**src/rtl/sop_pkg.sv**
```systemverilog
package sop_pkg;
  localparam int unsigned INSTR_W = 16;
  localparam logic [5:0] FMT2_TAG = 6'b000100;

  typedef enum logic [2:0] {
    OP_RRC  = 3'b000,
    OP_SWAP = 3'b001,
    OP_RRA  = 3'b010,
    OP_SXT  = 3'b011,
    OP_PUSH = 3'b100,
    OP_CALL = 3'b101,
    OP_RETI = 3'b110,
    OP_NONE = 3'b111
  } sop_op_e;

  typedef struct packed {
    logic c;
    logic z;
    logic n;
    logic v;
  } flags_t;

  typedef struct packed {
    logic       fmt2;
    logic       legal;
    sop_op_e    op;
    logic       byte_m;
    logic [3:0] rsel;
  } dec_t;
endpackage

```
**src/rtl/sop_decode.sv**
```systemverilog
module sop_decode
  import sop_pkg::*;
(
  input  logic [INSTR_W-1:0] instr_i,
  output dec_t               dec_o
);
  logic [1:0] mode;
  logic       fmt2;
  logic       byte_ok;
  sop_op_e    op;

  always_comb begin
    fmt2 = (instr_i[15:10] == FMT2_TAG);
    op   = sop_op_e'(instr_i[9:7]);
    mode = instr_i[5:4];
    unique case (op)
      OP_RRC, OP_RRA:   byte_ok = 1'b1;
      OP_SWAP, OP_SXT:  byte_ok = !instr_i[6];
      default:          byte_ok = 1'b0;
    endcase
    dec_o.fmt2   = fmt2;
    dec_o.op     = op;
    dec_o.byte_m = instr_i[6];
    dec_o.rsel   = instr_i[3:0];
    dec_o.legal  = fmt2 && (mode == 2'b00) && byte_ok;
  end
endmodule

```
**src/rtl/sop_alu.sv**
```systemverilog
module sop_alu
  import sop_pkg::*;
#(
  parameter int unsigned DATA_W = 16
) (
  input  sop_op_e            op_i,
  input  logic               byte_i,
  input  logic [DATA_W-1:0]  opnd_i,
  input  logic               carry_i,
  output logic [DATA_W-1:0]  res_o,
  output logic               flag_we_o,
  output flags_t             flags_o
);
  localparam int unsigned HALF_W = DATA_W / 2;
  localparam logic [HALF_W-1:0] HALF_ZERO = '0;

  logic cout;
  logic zero;

  always_comb begin
    res_o     = '0;
    cout      = carry_i;
    flag_we_o = 1'b0;
    unique case (op_i)
      OP_RRC: begin
        res_o     = byte_i ? {HALF_ZERO, carry_i, opnd_i[HALF_W-1:1]}
                           : {carry_i, opnd_i[DATA_W-1:1]};
        cout      = opnd_i[0];
        flag_we_o = 1'b1;
      end
      OP_RRA: begin
        res_o     = byte_i ? {HALF_ZERO, opnd_i[HALF_W-1], opnd_i[HALF_W-1:1]}
                           : {opnd_i[DATA_W-1], opnd_i[DATA_W-1:1]};
        cout      = opnd_i[0];
        flag_we_o = 1'b1;
      end
      OP_SWAP: res_o = {opnd_i[HALF_W-1:0], opnd_i[DATA_W-1:HALF_W]};
      OP_SXT: begin
        res_o     = {{HALF_W{opnd_i[HALF_W-1]}}, opnd_i[HALF_W-1:0]};
        flag_we_o = 1'b1;
      end
      default: ;
    endcase
    zero      = (res_o == '0);
    flags_o.z = zero;
    flags_o.n = byte_i ? res_o[HALF_W-1] : res_o[DATA_W-1];
    flags_o.c = (op_i == OP_SXT) ? !zero : cout;
    flags_o.v = 1'b0;
  end
endmodule

```
**src/rtl/sop_shift_unit.sv**
```systemverilog
module sop_shift_unit
  import sop_pkg::*;
#(
  parameter int unsigned DATA_W = 16
) (
  input  logic              clk_i,
  input  logic              rst_ni,
  input  logic [15:0]       instr_i,
  input  logic [DATA_W-1:0] opnd_i,
  input  logic              carry_i,
  output logic [DATA_W-1:0] result_o,
  output logic [3:0]        dst_o,
  output logic              wr_en_o,
  output logic              flag_we_o,
  output logic              c_o,
  output logic              z_o,
  output logic              n_o,
  output logic              v_o,
  output logic              unsup_o
);
  localparam int unsigned HALF_W = DATA_W / 2;

  dec_t              dec;
  logic [DATA_W-1:0] alu_res;
  logic              alu_fwe;
  flags_t            alu_flags;
  flags_t            flags_q;
  logic              byte_q;
  logic              sxt_q;

  sop_decode u_dec (
    .instr_i (instr_i),
    .dec_o   (dec)
  );

  sop_alu #(.DATA_W(DATA_W)) u_alu (
    .op_i      (dec.op),
    .byte_i    (dec.byte_m),
    .opnd_i    (opnd_i),
    .carry_i   (carry_i),
    .res_o     (alu_res),
    .flag_we_o (alu_fwe),
    .flags_o   (alu_flags)
  );

  always_ff @(posedge clk_i or negedge rst_ni) begin
    if (!rst_ni) begin
      result_o  <= '0;
      dst_o     <= '0;
      wr_en_o   <= 1'b0;
      flag_we_o <= 1'b0;
      unsup_o   <= 1'b0;
      flags_q   <= '0;
      byte_q    <= 1'b0;
      sxt_q     <= 1'b0;
    end else begin
      result_o  <= dec.legal ? alu_res : '0;
      dst_o     <= dec.legal ? dec.rsel : '0;
      wr_en_o   <= dec.legal;
      flag_we_o <= dec.legal && alu_fwe;
      unsup_o   <= dec.fmt2 && !dec.legal;
      flags_q   <= (dec.legal && alu_fwe) ? alu_flags : '0;
      byte_q    <= dec.byte_m;
      sxt_q     <= dec.op == OP_SXT;
    end
  end

  assign c_o = flags_q.c;
  assign z_o = flags_q.z;
  assign n_o = flags_q.n;
  assign v_o = flags_q.v;

  a_r8_unsup_no_write: assert property (@(posedge clk_i) disable iff (!rst_ni)
    unsup_o |-> !wr_en_o && !flag_we_o);

  a_r4_swap_no_flags: assert property (@(posedge clk_i) disable iff (!rst_ni)
    (dec.legal && dec.op == OP_SWAP) |=> wr_en_o && !flag_we_o);

  a_r2_byte_upper_clear: assert property (@(posedge clk_i) disable iff (!rst_ni)
    (wr_en_o && byte_q) |-> result_o[DATA_W-1:HALF_W] == '0);

  a_r5_sxt_carry: assert property (@(posedge clk_i) disable iff (!rst_ni)
    (flag_we_o && sxt_q) |-> c_o == !z_o);

  a_r6_zero_flag: assert property (@(posedge clk_i) disable iff (!rst_ni)
    flag_we_o |-> z_o == (result_o == '0) && !v_o);

  a_r9_foreign_quiet: assert property (@(posedge clk_i) disable iff (!rst_ni)
    !dec.fmt2 |=> !wr_en_o && !unsup_o && !flag_we_o);
endmodule

```
**config.mk**
```make
export PLATFORM = sky130hd
export DESIGN_NAME = sop_shift_unit
export DESIGN_NICKNAME = d
export VERILOG_FILES = /design/src/rtl/sop_pkg.sv /design/src/rtl/sop_decode.sv /design/src/rtl/sop_alu.sv /design/src/rtl/sop_shift_unit.sv
export SDC_FILE = /design/constraint.sdc
export NUM_CORES = 1
export LEC_CHECK = 0
export BUFFER_PORTS_ARGS = -buffer_cell sky130_fd_sc_hd__buf_2
export CORE_MARGIN = 2
export CORE_UTILIZATION = 45
export CTS_CLUSTER_DIAMETER = 150
export DETAILED_ROUTE_END_ITERATION = 7
export GPL_TIMING_DRIVEN = 0
export PLACE_DENSITY_LB_ADDON = 0.3
export SKIP_CTS_REPAIR_TIMING = 1
export SYNTH_ARGS = -nofsm -noshare
export SYNTH_HDL_FRONTEND = slang
export SYNTH_SLANG_ARGS = --single-unit
```
**constraint.sdc**
```tcl
create_clock -name clk_i -period 0.9 [get_ports clk_i]
set_input_delay 0.27 -clock clk_i [delete_from_list [all_inputs] [get_ports clk_i]]
set_output_delay 0.27 -clock clk_i [all_outputs]
set_load 0.01 [all_outputs]
```
Word-level counts from Yosys, hierarchy flattened --
Index checks and enable logic that the tools add are counted.
Storage, ports and cells: input bits 35, latch bits 0, memories kept 0, RAM bits 0, memory bits (read-only) 0, logic and storage cells 37, bits in registers 27
Cells by class: $lt $le $gt $ge 0, muxes and demuxes 11, add/subtract/negate cells 0, equal/unequal tests 4, bitwise operators 0, div/mod/pow operators 0, reductions and logical operators 13, multiply operators 0, shift operators 0
Operators with widths (count):
- $pmux W16 S4 | 1
- $mux W16 | 3
- $logic_not A16 Y1 | 1
- $mux W4 | 2
- $eq A3 B2 Y1 const B | 2
- $eq A6 B3 Y1 const B | 1
- $logic_and A1 B1 Y1 | 4
- $mux W1 | 4
- $reduce_or A2 Y1 | 2
- $eq A3 B1 Y1 const B | 1
- $logic_not A1 Y1 | 3
- $logic_not A3 Y1 | 1
- $reduce_or A3 Y1 | 1
- $logic_not A2 Y1 | 1
- $pmux W1 S2 | 1

Depth between registers and ports, before layout --
Gate-level depths: netlist (run 1).
depth in word-level cells 6, depth in mapped cells 8, depth with buffers taken out 6

By module --
Synthesis (run 1) repeated with hierarchy kept, for this count alone.
Unflattened totals: cells, all modules 153, area total of the unflattened synthesis 1525.2 um^2
Modules (own cells, without submodules):
- sop_shift_unit | area an instance 887.1 um^2, cells an instance 55, sequential area each 675.6 um^2, times used 1
- sop_alu | area an instance 531.8 um^2, cells an instance 85, sequential area each 0.0 um^2, times used 1
- sop_decode | area an instance 106.4 um^2, cells an instance 13, sequential area each 0.0 um^2, times used 1

Worst setup path before layout (run 1) --
OpenSTA, ideal clock, no wires.
path type input port to flip-flop, start in instr_i[8], end reg flags_q, in the netlist c_o, data required time 764 ps, slack -607 ps, buffers on the path 2, arrival time 1371 ps, setup time 136 ps, stages on the path 8, path through buf_6 -> buf_6 -> mux2i_1 -> a21oi_1 -> o21bai_1 -> nand3_1 -> nor4_2 -> o32ai_1
On the way: word-level cells in the longest chain between the ends 6
Ends and longest elaborated chain:
- from (decl) | line sop_shift_unit.sv:8 | input logic [15:0] instr_i,
- $eq A3 B2 Y1, or another cell as far along | line sop_decode.sv:16, sop_alu.sv:24, sop_alu.sv:47
- $pmux W16 S4, or another cell as far along | line sop_alu.sv:24 | unique case (op_i)
- $logic_not A16 Y1 / $pmux W1 S2 (equally long branches) | line sop_alu.sv:44, sop_decode.sv:16
- $logic_not A1 Y1 / $logic_and A1 B1 Y1 (equally long branches) | line sop_alu.sv:47, sop_decode.sv:25
- $mux W1 / $logic_and A1 B1 Y1 (equally long branches) | line sop_alu.sv:47, sop_shift_unit.sv:62
- $mux W4 * | line sop_shift_unit.sv:62 | flags_q <= (dec.legal && alu_fwe) ? alu_flags : '0;
- to (signal assigned) | line sop_shift_unit.sv:62
- to (decl) | line sop_shift_unit.sv:27 | flags_t flags_q;
Every way passes the cells marked *; elsewhere a longest branch is shown, timed or not.

Final worst setup path (run 1) --
Same ends and word-level chain as after synthesis.

==> results.py, run 1 <==
metrics = {
    "floorplanning": {
        "io_pins": 62,
        "die_y_um": 58.4,
        "core_um2": 2780,
        "initial_core_util": 0.478,
        "die_w_um": 58.4,
        "dieArea_um2": 3410,
        "rows": 19,
    },
    "finish": {
        "layout.nets": 244,
        "drive_gt1_frac": 0.510,
        "area.growth.synth_to_final_pct": 51.9,
        "num_antenna_cells": 0,
        "fin_area_um2": 2020,
    },
    "sta": {
        "hold_viol": 26,
        "drv_slew": 0,
        "slew_headroom": 0.618,
        "fin_crit_ns": 1.34,
        "rsz0062_at_grt": "yes",
        "finalSetupViolations": 50,
        "finalCritPeriodShare": 1.49,
        "fmax_mhz": 746,
        "tightestPinTransition_ns": 0.574,
        "hold_ws_ns": -0.0920,
        "setup_slack_ns": -0.441,
    },
    "min_path": {
        "hold_path_class": "in2async",
    },
    "detailed_routing": {
        "vias": 1344,
        "drt-initial-drc-count": 77,
        "drc": 0,
        "vias_per_cell": 5.62,
        "wl_per_cell_um": 16.1,
        "drt-total-wl_um": 3850,
        "firstDrtPassIters": 5,
        "final_antenna_net_count": 0,
    },
    "logic_synthesis": {
        "synth_common_cells": "26 x dfrtp_1, 25 x nor2_1, 16 x a21oi_1",
        "yosys.area.top_type": "dfrtp_1",
        "syn_inst": 135,
        "yosysWarnings": 0,
        "async_flop_share": 1.00,
        "synth.avg_cell_area_um2": 9.85,
        "seq_area_frac_synth": 0.489,
        "synth-main-ff-cell": "dfrtp_1",
        "yosysMostFrequentCell": "dfrtp_1",
        "syn-cell-area_um2": 1330,
        "synth_top_area_share": 0.489,
        "yosys-top-cells-area": "dfrtp_1 49%, nor2_1 7.1%, a21oi_1 6.0%",
        "syn_nets": 170,
        "synth_edf_count": 0,
        "yosys.cell_types.count": 37,
        "synth-seq-cells": 26,
    },
    "run": {
        "maxCapViolCount": 0,
    },
    "placement": {
        "post_dp_cell_area_um2": 1720,
        "gp_congestion": 0.929,
        "dp_slack_ns": -0.881,
        "place_hpwl_um": 2570,
        "portBuffers": 59,
    },
    "critical_path": {
        "worst_setup_path_start_kind": "input pin",
        "worstSetupPathType": "in2reg",
        "crit_fanout": 4,
        "arrival_ns": 1.58,
        "crit_path_end_kind": "flip-flop",
        "worstPathRequired_ns": 1.14,
    },
    "power_and_ir_drop": {
        "p_clk_frac": 0.327,
        "p_seq_frac": 0.474,
        "p_per_area_nw_per_um2": 1220,
        "p_int_mw": 1.85,
        "swShare": 0.249,
        "p_comb_frac": 0.199,
        "vdd_drop_max_mv": 1.06,
        "switchingPower_mw": 0.614,
        "cellLeakagePower_nw": 1.05,
    },
    "clocking": {
        "cts.path.max_buffers": 2,
        "cts_tree": "done",
        "cts.clk_slew.worst_paths_ns": 0.15,
        "clkSinkCount": 26,
        "htreeDepth": 1,
        "cts_buffers": 3,
        "cts_root_buf": "clkbuf_4",
    },
    "global_route": {
        "track_usage": 0.213,
        "antenna_found_initial": 0,
        "grt_pass1_vias": 1258,
        "grt_max_degree": 27,
        "grt_pass1_wl_um": 5580,
        "grt_overflow": 0,
    },
    "outcome": {
        "status": "finished with violations",
        "violations": "negative hold slack, negative setup slack",
    },
}
==> registers in the layout (all words and copies together), names as in the netlist <==
signal and flops:
wr_en_o 1, unsup_o 1, n_o 1, dst_o 4, result_o 16, c_o 1
z_o 1, flag_we_o 1
==> metal layers <==
metal  track usage  routed length, um  vias to the layer above  part of all wire
li1              -                  -                      616                 -
met1         0.288               1590                      647              0.41
met2         0.340               1930                       72              0.50
met3        0.0418                267                        9             0.069
met4        0.0831                 60                        0             0.016
met5             0                  0                        -                 0
==> kinds of logic after synthesis <==
kind of cell    after synthesis  synth area share
simple gates                 60             0.240
other cells                   1           0.00282
flops                        26             0.489
mux                           7            0.0527
buf+inv                      10            0.0546
compound gates               31             0.161
==> how the worst max path moves through the flow <==
stage               endpoint  cells after the start  startpoint
2_1_floorplan  z_o$_DFF_PN0_                      7  instr_i[8]
3_3_place_gp   n_o$_DFF_PN0_                      5  instr_i[7]
3_5_place_dp   n_o$_DFF_PN0_                      5  instr_i[7]
4_1_cts        n_o$_DFF_PN0_                      5  instr_i[7]
5_1_grt        c_o$_DFF_PN0_                      8  instr_i[8]
6_report       c_o$_DFF_PN0_                      8  instr_i[8]
==> metrics by stage <==
| stage | instances | setup TNS (ns) | power [mW] | utilization | hold WS (ns) |
|---|---|---|---|---|---|
| global placement | 225 | -13.48 | 1.57 | 0.619 | 0.275 |
| global route | 239 | -11.90 | 2.54 | 0.726 | -0.0573 |
| finish | 239 | -10.12 | 2.47 | 0.726 | -0.0920 |
| detailed placement | 225 | -13.91 | 1.58 | 0.619 | 0.292 |
| floorplan | 135 | -6.74 | 1.40 | - | -0.0256 |
| CTS | 229 | -10.65 | 2.37 | 0.637 | -0.0738 |
==> power groups by stage <==
stage | logic [mW] | registers (mW) | clock network, mW
after CTS | 0.389 | 1.17 | 0.811
after global routing | 0.526 | 1.17 | 0.847
after floorplan | 0.210 | 1.19 | 0
after detailed placement | 0.386 | 1.19 | 0
after global placement | 0.380 | 1.19 | 0
final | 0.490 | 1.17 | 0.807
==> layout make-up <==
type	instances	area, um^2
Fill cell	214	761
Multi-Input combinational cell	99	702
Sequential cell	26	651
Timing Repair Buffer	69	465
Buffer	8	104
Tap cell	31	38.8
Clock inverter	1	30.0
Clock buffer	3	22.5
Inverter	2	7.51
==> cells in the final DEF (no fill, tap or decap), drive strengths merged, types with 5 or more instances in the layout <==
master  instances
nand2           9
a211o           5
nand2b          6
a21oi          16
dfrtp          26
mux2i           7
and2            5
nor2           25
buf            73
clkbuf          6
==> worst max-delay path, stage by stage <==
cell	delay, ns
buf_12	0.11
buf_12	0.12
nand2b_4	0.14
a21o_1	0.16
a311o_1	0.43
o211ai_1	0.13
nor4_2	0.07
o32ai_1	0.15
No activity file was read; power rests on OpenSTA's default activity.
==> run 2: changes to the inputs <==
--- a/config.mk
+++ b/config.mk
@@ -8,6 +8,7 @@
 export BUFFER_PORTS_ARGS = -buffer_cell sky130_fd_sc_hd__buf_2
 export CORE_MARGIN = 2
 export CORE_UTILIZATION = 45
+export CTS_BUF_LIST = sky130_fd_sc_hd__clkbuf_16
 export CTS_CLUSTER_DIAMETER = 150
 export DETAILED_ROUTE_END_ITERATION = 7
 export GPL_TIMING_DRIVEN = 0
==> run 2 against run 1 <==
  * First-iteration DRC count increased by 10%
  * Maximum frequency fell by 6.1%
  * Cell area increased by 5.5%
  * Clock-buffer cell count unchanged
  * The run still ends with negative hold slack, negative setup slack left
==> results.py, run 2 (synthesized netlist as in run 1, its figures left out) <==
metrics = {
    "critical_path": {
        "max_stage_delay_ns": 0.33,
        "worstSetupPathType": "in2reg",
        "arrival_ns": 1.56,
        "cp.depth": 6,
        "cp_top_family": "simple AND/OR/NAND/NOR gates",
        "crit_path_end_kind": "flip-flop",
        "worstPathRequired_ns": 1.03,
        "worst_setup_path_start_kind": "input pin",
        "worstPathCellList": "buf_2 -> clkbuf_2 -> a211o_1 -> nand4_1 -> nor4_2 -> o32ai_1",
        "crit_fanout": 10,
        "path_buf_inv": 2,
        "cp_slowest_cell": "nor4_2",
    },
    "finish": {
        "layout.nets": 246,
        "largest_reg_flops": 16,
        "largest-register": "result_o",
        "area.growth.synth_to_final_pct": 60.3,
        "fill_cells": 190,
        "top_regs": "result_o (16), dst_o (4)",
        "postLayoutCoreUtil": 0.767,
        "fin_cells": 241,
        "drive_gt1_frac": 0.543,
        "num_antenna_cells": 0,
        "layout_commonest_cell": "buf_2",
        "fin_area_um2": 2130,
        "layout_common_cells": "55 x buf_2, 26 x dfrtp_1, 12 x nor2_1, 11 x a21oi_1",
    },
    "outcome": {
        "status": "finished with violations",
        "violations": "negative hold slack, negative setup slack",
    },
    "placement": {
        "portBuffers": 59,
        "dp_cells": 225,
        "post_dp_cell_area_um2": 1720,
        "gp_congestion": 0.929,
        "place_hpwl_um": 2570,
    },
    "floorplanning": {
        "dieArea_um2": 3410,
        "initial_core_util": 0.478,
        "die_w_um": 58.4,
        "die_y_um": 58.4,
        "rows": 19,
        "io_pins": 62,
        "core_um2": 2780,
    },
    "min_path": {
        "hold_path_class": "in2async",
    },
    "global_route": {
        "grt_overflow": 0,
        "grt_pass1_vias": 1246,
        "antenna_found_initial": 0,
        "grt_pass1_wl_um": 5660,
        "track_usage": 0.220,
        "grt_max_degree": 27,
    },
    "run": {
        "maxCapViolCount": 0,
    },
    "sta": {
        "rsz0062_at_grt": "yes",
        "finalCritPeriodShare": 1.59,
        "fin_crit_ns": 1.43,
        "hold_viol": 26,
        "slew_headroom": 0.633,
        "tightestPinTransition_ns": 0.551,
        "setup_slack_ns": -0.529,
        "hold_ws_ns": -0.0130,
        "fmax_mhz": 700,
        "fin_setup_tns_ns": -10.46,
        "drv_slew": 0,
        "finalSetupViolations": 51,
    },
    "detailed_routing": {
        "drt-initial-drc-count": 85,
        "final_antenna_net_count": 0,
        "firstDrtPassIters": 5,
        "drt-total-wl_um": 4170,
        "wl_per_cell_um": 17.3,
        "vias_per_cell": 5.83,
        "drc": 0,
        "vias": 1405,
    },
    "clocking": {
        "cts_root_buf": "clkbuf_16",
        "cts.path.max_buffers": 2,
        "htreeDepth": 1,
        "cts_tree": "done",
        "cts_buffers": 3,
        "cts.clk_slew.worst_paths_ns": 0.07,
        "clkSinkCount": 26,
    },
    "power_and_ir_drop": {
        "vdd_drop_max_mv": 1.29,
        "p_comb_frac": 0.169,
        "p_int_mw": 2.28,
        "p_per_area_nw_per_um2": 1390,
        "p_seq_frac": 0.395,
        "switchingPower_mw": 0.677,
        "cellLeakagePower_nw": 1.09,
        "swShare": 0.229,
        "p_clk_frac": 0.436,
    },
}
## run 2: cell count changes in the layout (fill, tap and decap cells not counted), sizes merged
cell | before | now
buf | 73 | 74
clkbuf | 6 | 7
## run 2: worst paths after layout
check,startpoint,end,slack [ns]
max in group asynchronous,rst_ni,result_o[5]$_DFF_PN0_,0.54
min in group clk_i,instr_i[2],dst_o[2]$_DFF_PN0_,0.21
worst min-delay path,rst_ni,dst_o[2]$_DFF_PN0_,-0.01
worst max-delay path,instr_i[9],c_o$_DFF_PN0_,-0.53
## run 2: area by class of cell
type | instances | area (um^2) | share of cell area
multi-input combinational | 99 | 734 | 0.344
sequential | 26 | 651 | 0.305
timing repair buffer | 71 | 489 | 0.229
buffer | 8 | 104 | 0.0487
clock buffer | 3 | 75.1 | 0.0352
tap | 31 | 38.8 | 0.0182
clock inverter | 1 | 30.0 | 0.0141
inverter | 2 | 10.0 | 0.00469
## run 2: layer usage
layer / GRT usage / part of all wire / vias to the layer above
li1: - / - / 620
met4: 0.0930 / 0.024 / 0
met5: 0 / 0 / -
met1: 0.290 / 0.38 / 678
met3: 0.0484 / 0.091 / 13
met2: 0.348 / 0.50 / 94
## run 2: per-stage QoR
step / hold slack [ns] / total power, mW / worst slack (ns)
floorplan: -0.0256 / 1.40 / -0.555
global placement: 0.275 / 1.57 / -0.889
detailed placement: 0.292 / 1.58 / -0.881
CTS: 0.0151 / 2.85 / -0.603
global route: 0.0414 / 3.05 / -0.573
finish: -0.0130 / 2.96 / -0.529
## run 2: power groups by stage
stage	clock [mW]	combinational (mW)	sequential, mW
after floorplan	0	0.210	1.19
after global placement	0	0.380	1.19
after detailed placement	0	0.386	1.19
after CTS	1.29	0.390	1.17
after global routing	1.35	0.532	1.17
final	1.29	0.500	1.17
==> run 3: changes to the inputs <==
--- a/config.mk
+++ b/config.mk
@@ -7,7 +7,7 @@
 export LEC_CHECK = 0
 export BUFFER_PORTS_ARGS = -buffer_cell sky130_fd_sc_hd__buf_2
 export CORE_MARGIN = 2
-export CORE_UTILIZATION = 45
+export CORE_UTILIZATION = 49
 export CTS_BUF_LIST = sky130_fd_sc_hd__clkbuf_16
 export CTS_CLUSTER_DIAMETER = 150
 export DETAILED_ROUTE_END_ITERATION = 7
==> constraint.sdc (replaced) <==
create_clock -name clk_i -period 0.9 [get_ports clk_i]
set_input_delay 0.09 -clock clk_i [delete_from_list [all_inputs] [get_ports clk_i]]
set_output_delay 0.09 -clock clk_i [all_outputs]
set_load 0.01 [all_outputs]
==> run 3 against run 2 <==
  * The flow finishes with violations (negative setup slack)
  * Final cell count is 3.3% higher
  * Die area is 7.6% lower
  * Worst setup slack better by 0.20 ns
  * Largest power group unchanged
  * Highest routed layer unchanged
  * First-iteration DRC count stayed put
  * Routed wire length is 14% higher
  * Clock power hardly changed
  * Via count is 8.0% higher
==> results.py, run 3 (synthesized netlist as in run 1, its figures left out) <==
metrics = {
    "outcome": {
        "status": "finished with violations",
        "violations": "negative setup slack",
    },
    "detailed_routing": {
        "drc": 0,
        "wl_per_cell_um": 19.1,
        "wl_met2_um": 2340,
        "vias_per_cell": 6.10,
        "drt-initial-drc-count": 85,
        "drt-total-wl_um": 4770,
        "wl_met3_um": 484,
        "final_antenna_net_count": 0,
        "dr.max_layer_used": "met4",
        "met1_length_um": 1710,
        "vias": 1518,
        "firstDrtPassIters": 5,
    },
    "global_route": {
        "track_usage": 0.233,
        "grt_overflow": 0,
        "grt_max_degree": 27,
        "grt_pass1_wl_um": 5790,
        "grt_pass1_vias": 1291,
        "antenna_found_initial": 0,
    },
    "critical_path": {
        "arrival_ns": 1.37,
        "crit_path_end_kind": "flip-flop",
        "worstSetupPathType": "in2reg",
        "critical_path.startpoint": "instr_i[8]",
        "worstPathRequired_ns": 1.04,
        "worst_setup_path_start_kind": "input pin",
        "crit_fanout": 8,
    },
    "floorplanning": {
        "initial_core_util": 0.527,
        "io_pins": 62,
        "rows": 18,
        "die_w_um": 56.1,
        "dieArea_um2": 3150,
        "core_um2": 2520,
        "die_y_um": 56.1,
    },
    "min_path": {
        "min_from": "instr_i[6]",
        "hold_path_class": "in2reg",
    },
    "power_and_ir_drop": {
        "p_comb_frac": 0.185,
        "vdd_drop_max_mv": 1.05,
        "p_clk_frac": 0.431,
        "switchingPower_mw": 0.725,
        "cellLeakagePower_nw": 1.13,
        "p_per_area_nw_per_um2": 1380,
        "p_int_mw": 2.32,
        "p_seq_frac": 0.384,
        "swShare": 0.238,
    },
    "sta": {
        "drv_slew": 0,
        "finalSetupViolations": 19,
        "slew_headroom": 0.620,
        "hold_viol": 0,
        "rsz0062_at_grt": "yes",
        "tightestPinTransition_ns": 0.570,
        "finalCritPeriodShare": 1.37,
        "setup_slack_ns": -0.329,
        "fin_setup_tns_ns": -1.71,
        "fin_crit_ns": 1.23,
        "hold_ws_ns": 0.0248,
        "fmax_mhz": 814,
    },
    "finish": {
        "layout.nets": 255,
        "layout_commonest_cell": "buf_2",
        "fin_cells": 249,
        "top_regs": "result_o (16), dst_o (4)",
        "largest_reg_flops": 16,
        "layout_common_cells": "57 x buf_2, 26 x dfrtp_1, 16 x buf_4, 15 x nor2_1, 14 x a21oi_1",
        "largest-register": "result_o",
        "num_antenna_cells": 0,
        "drive_gt1_frac": 0.557,
        "area.growth.synth_to_final_pct": 65.7,
        "fin_area_um2": 2200,
        "fill_cells": 124,
    },
    "clocking": {
        "cts.path.max_buffers": 2,
        "cts.clk_slew.worst_paths_ns": 0.07,
        "cts_buffers": 3,
        "cts_root_buf": "clkbuf_16",
        "htreeDepth": 1,
        "cts_tree": "done",
        "clkSinkCount": 26,
    },
    "placement": {
        "gp_congestion": 0.908,
        "portBuffers": 59,
        "dp_cells": 224,
        "place_hpwl_um": 2560,
        "dp_slack_ns": -0.761,
        "post_dp_cell_area_um2": 1710,
    },
    "run": {
        "maxCapViolCount": 0,
    },
}
## run 3: layer usage
| layer | up-vias | track usage |
|---|---|---|
| met4 | 0 | 0.0748 |
| met1 | 721 | 0.301 |
| met2 | 126 | 0.388 |
| li1 | 639 | - |
| met5 | - | 0 |
| met3 | 32 | 0.0488 |
## run 3: critical path, stage by stage
cell and delay [ns]:
buf_12 0.10, buf_12 0.12, mux2i_4 0.23, a21oi_2 0.09, o21bai_1 0.14, nand3_1 0.14
nor4_4 0.33, o32ai_1 0.11
## run 3: final cells by class
| cell class | count | area [um^2] | area share |
|---|---|---|---|
| Multi-Input combinational cell | 99 | 751 | 0.341 |
| Timing Repair Buffer | 80 | 529 | 0.240 |
| Buffer | 8 | 118 | 0.0534 |
| Clock inverter | 1 | 30.0 | 0.0136 |
| Tap cell | 30 | 37.5 | 0.0170 |
| Clock buffer | 3 | 75.1 | 0.0341 |
| Inverter | 2 | 12.5 | 0.00568 |
| Sequential cell | 26 | 651 | 0.295 |
## run 3: through the flow
| stage | total power, mW | utilization |
|---|---|---|
| final | 3.04 | 0.874 |
| after global routing | 3.12 | 0.874 |
| after CTS | 2.85 | 0.720 |
| after detailed placement | 1.58 | 0.679 |
| after global placement | 1.57 | 0.679 |
| after floorplan | 1.40 | - |
## run 3: power by group through the flow
stage | combinational (mW) | sequential (mW) | clock, mW
floorplan | 0.208 | 1.19 | 0
global placement | 0.379 | 1.19 | 0
detailed placement | 0.385 | 1.19 | 0
CTS | 0.388 | 1.17 | 1.29
global route | 0.589 | 1.17 | 1.36
finish | 0.562 | 1.17 | 1.31
## run 3: worst paths after layout
path                                    endpoint  cells after the start
min in group asynchronous  result_o[0]$_DFF_PN0_                      2
min                                n_o$_DFF_PN0_                      2
max                                c_o$_DFF_PN0_                      8
max in group asynchronous  result_o[9]$_DFF_PN0_                      2
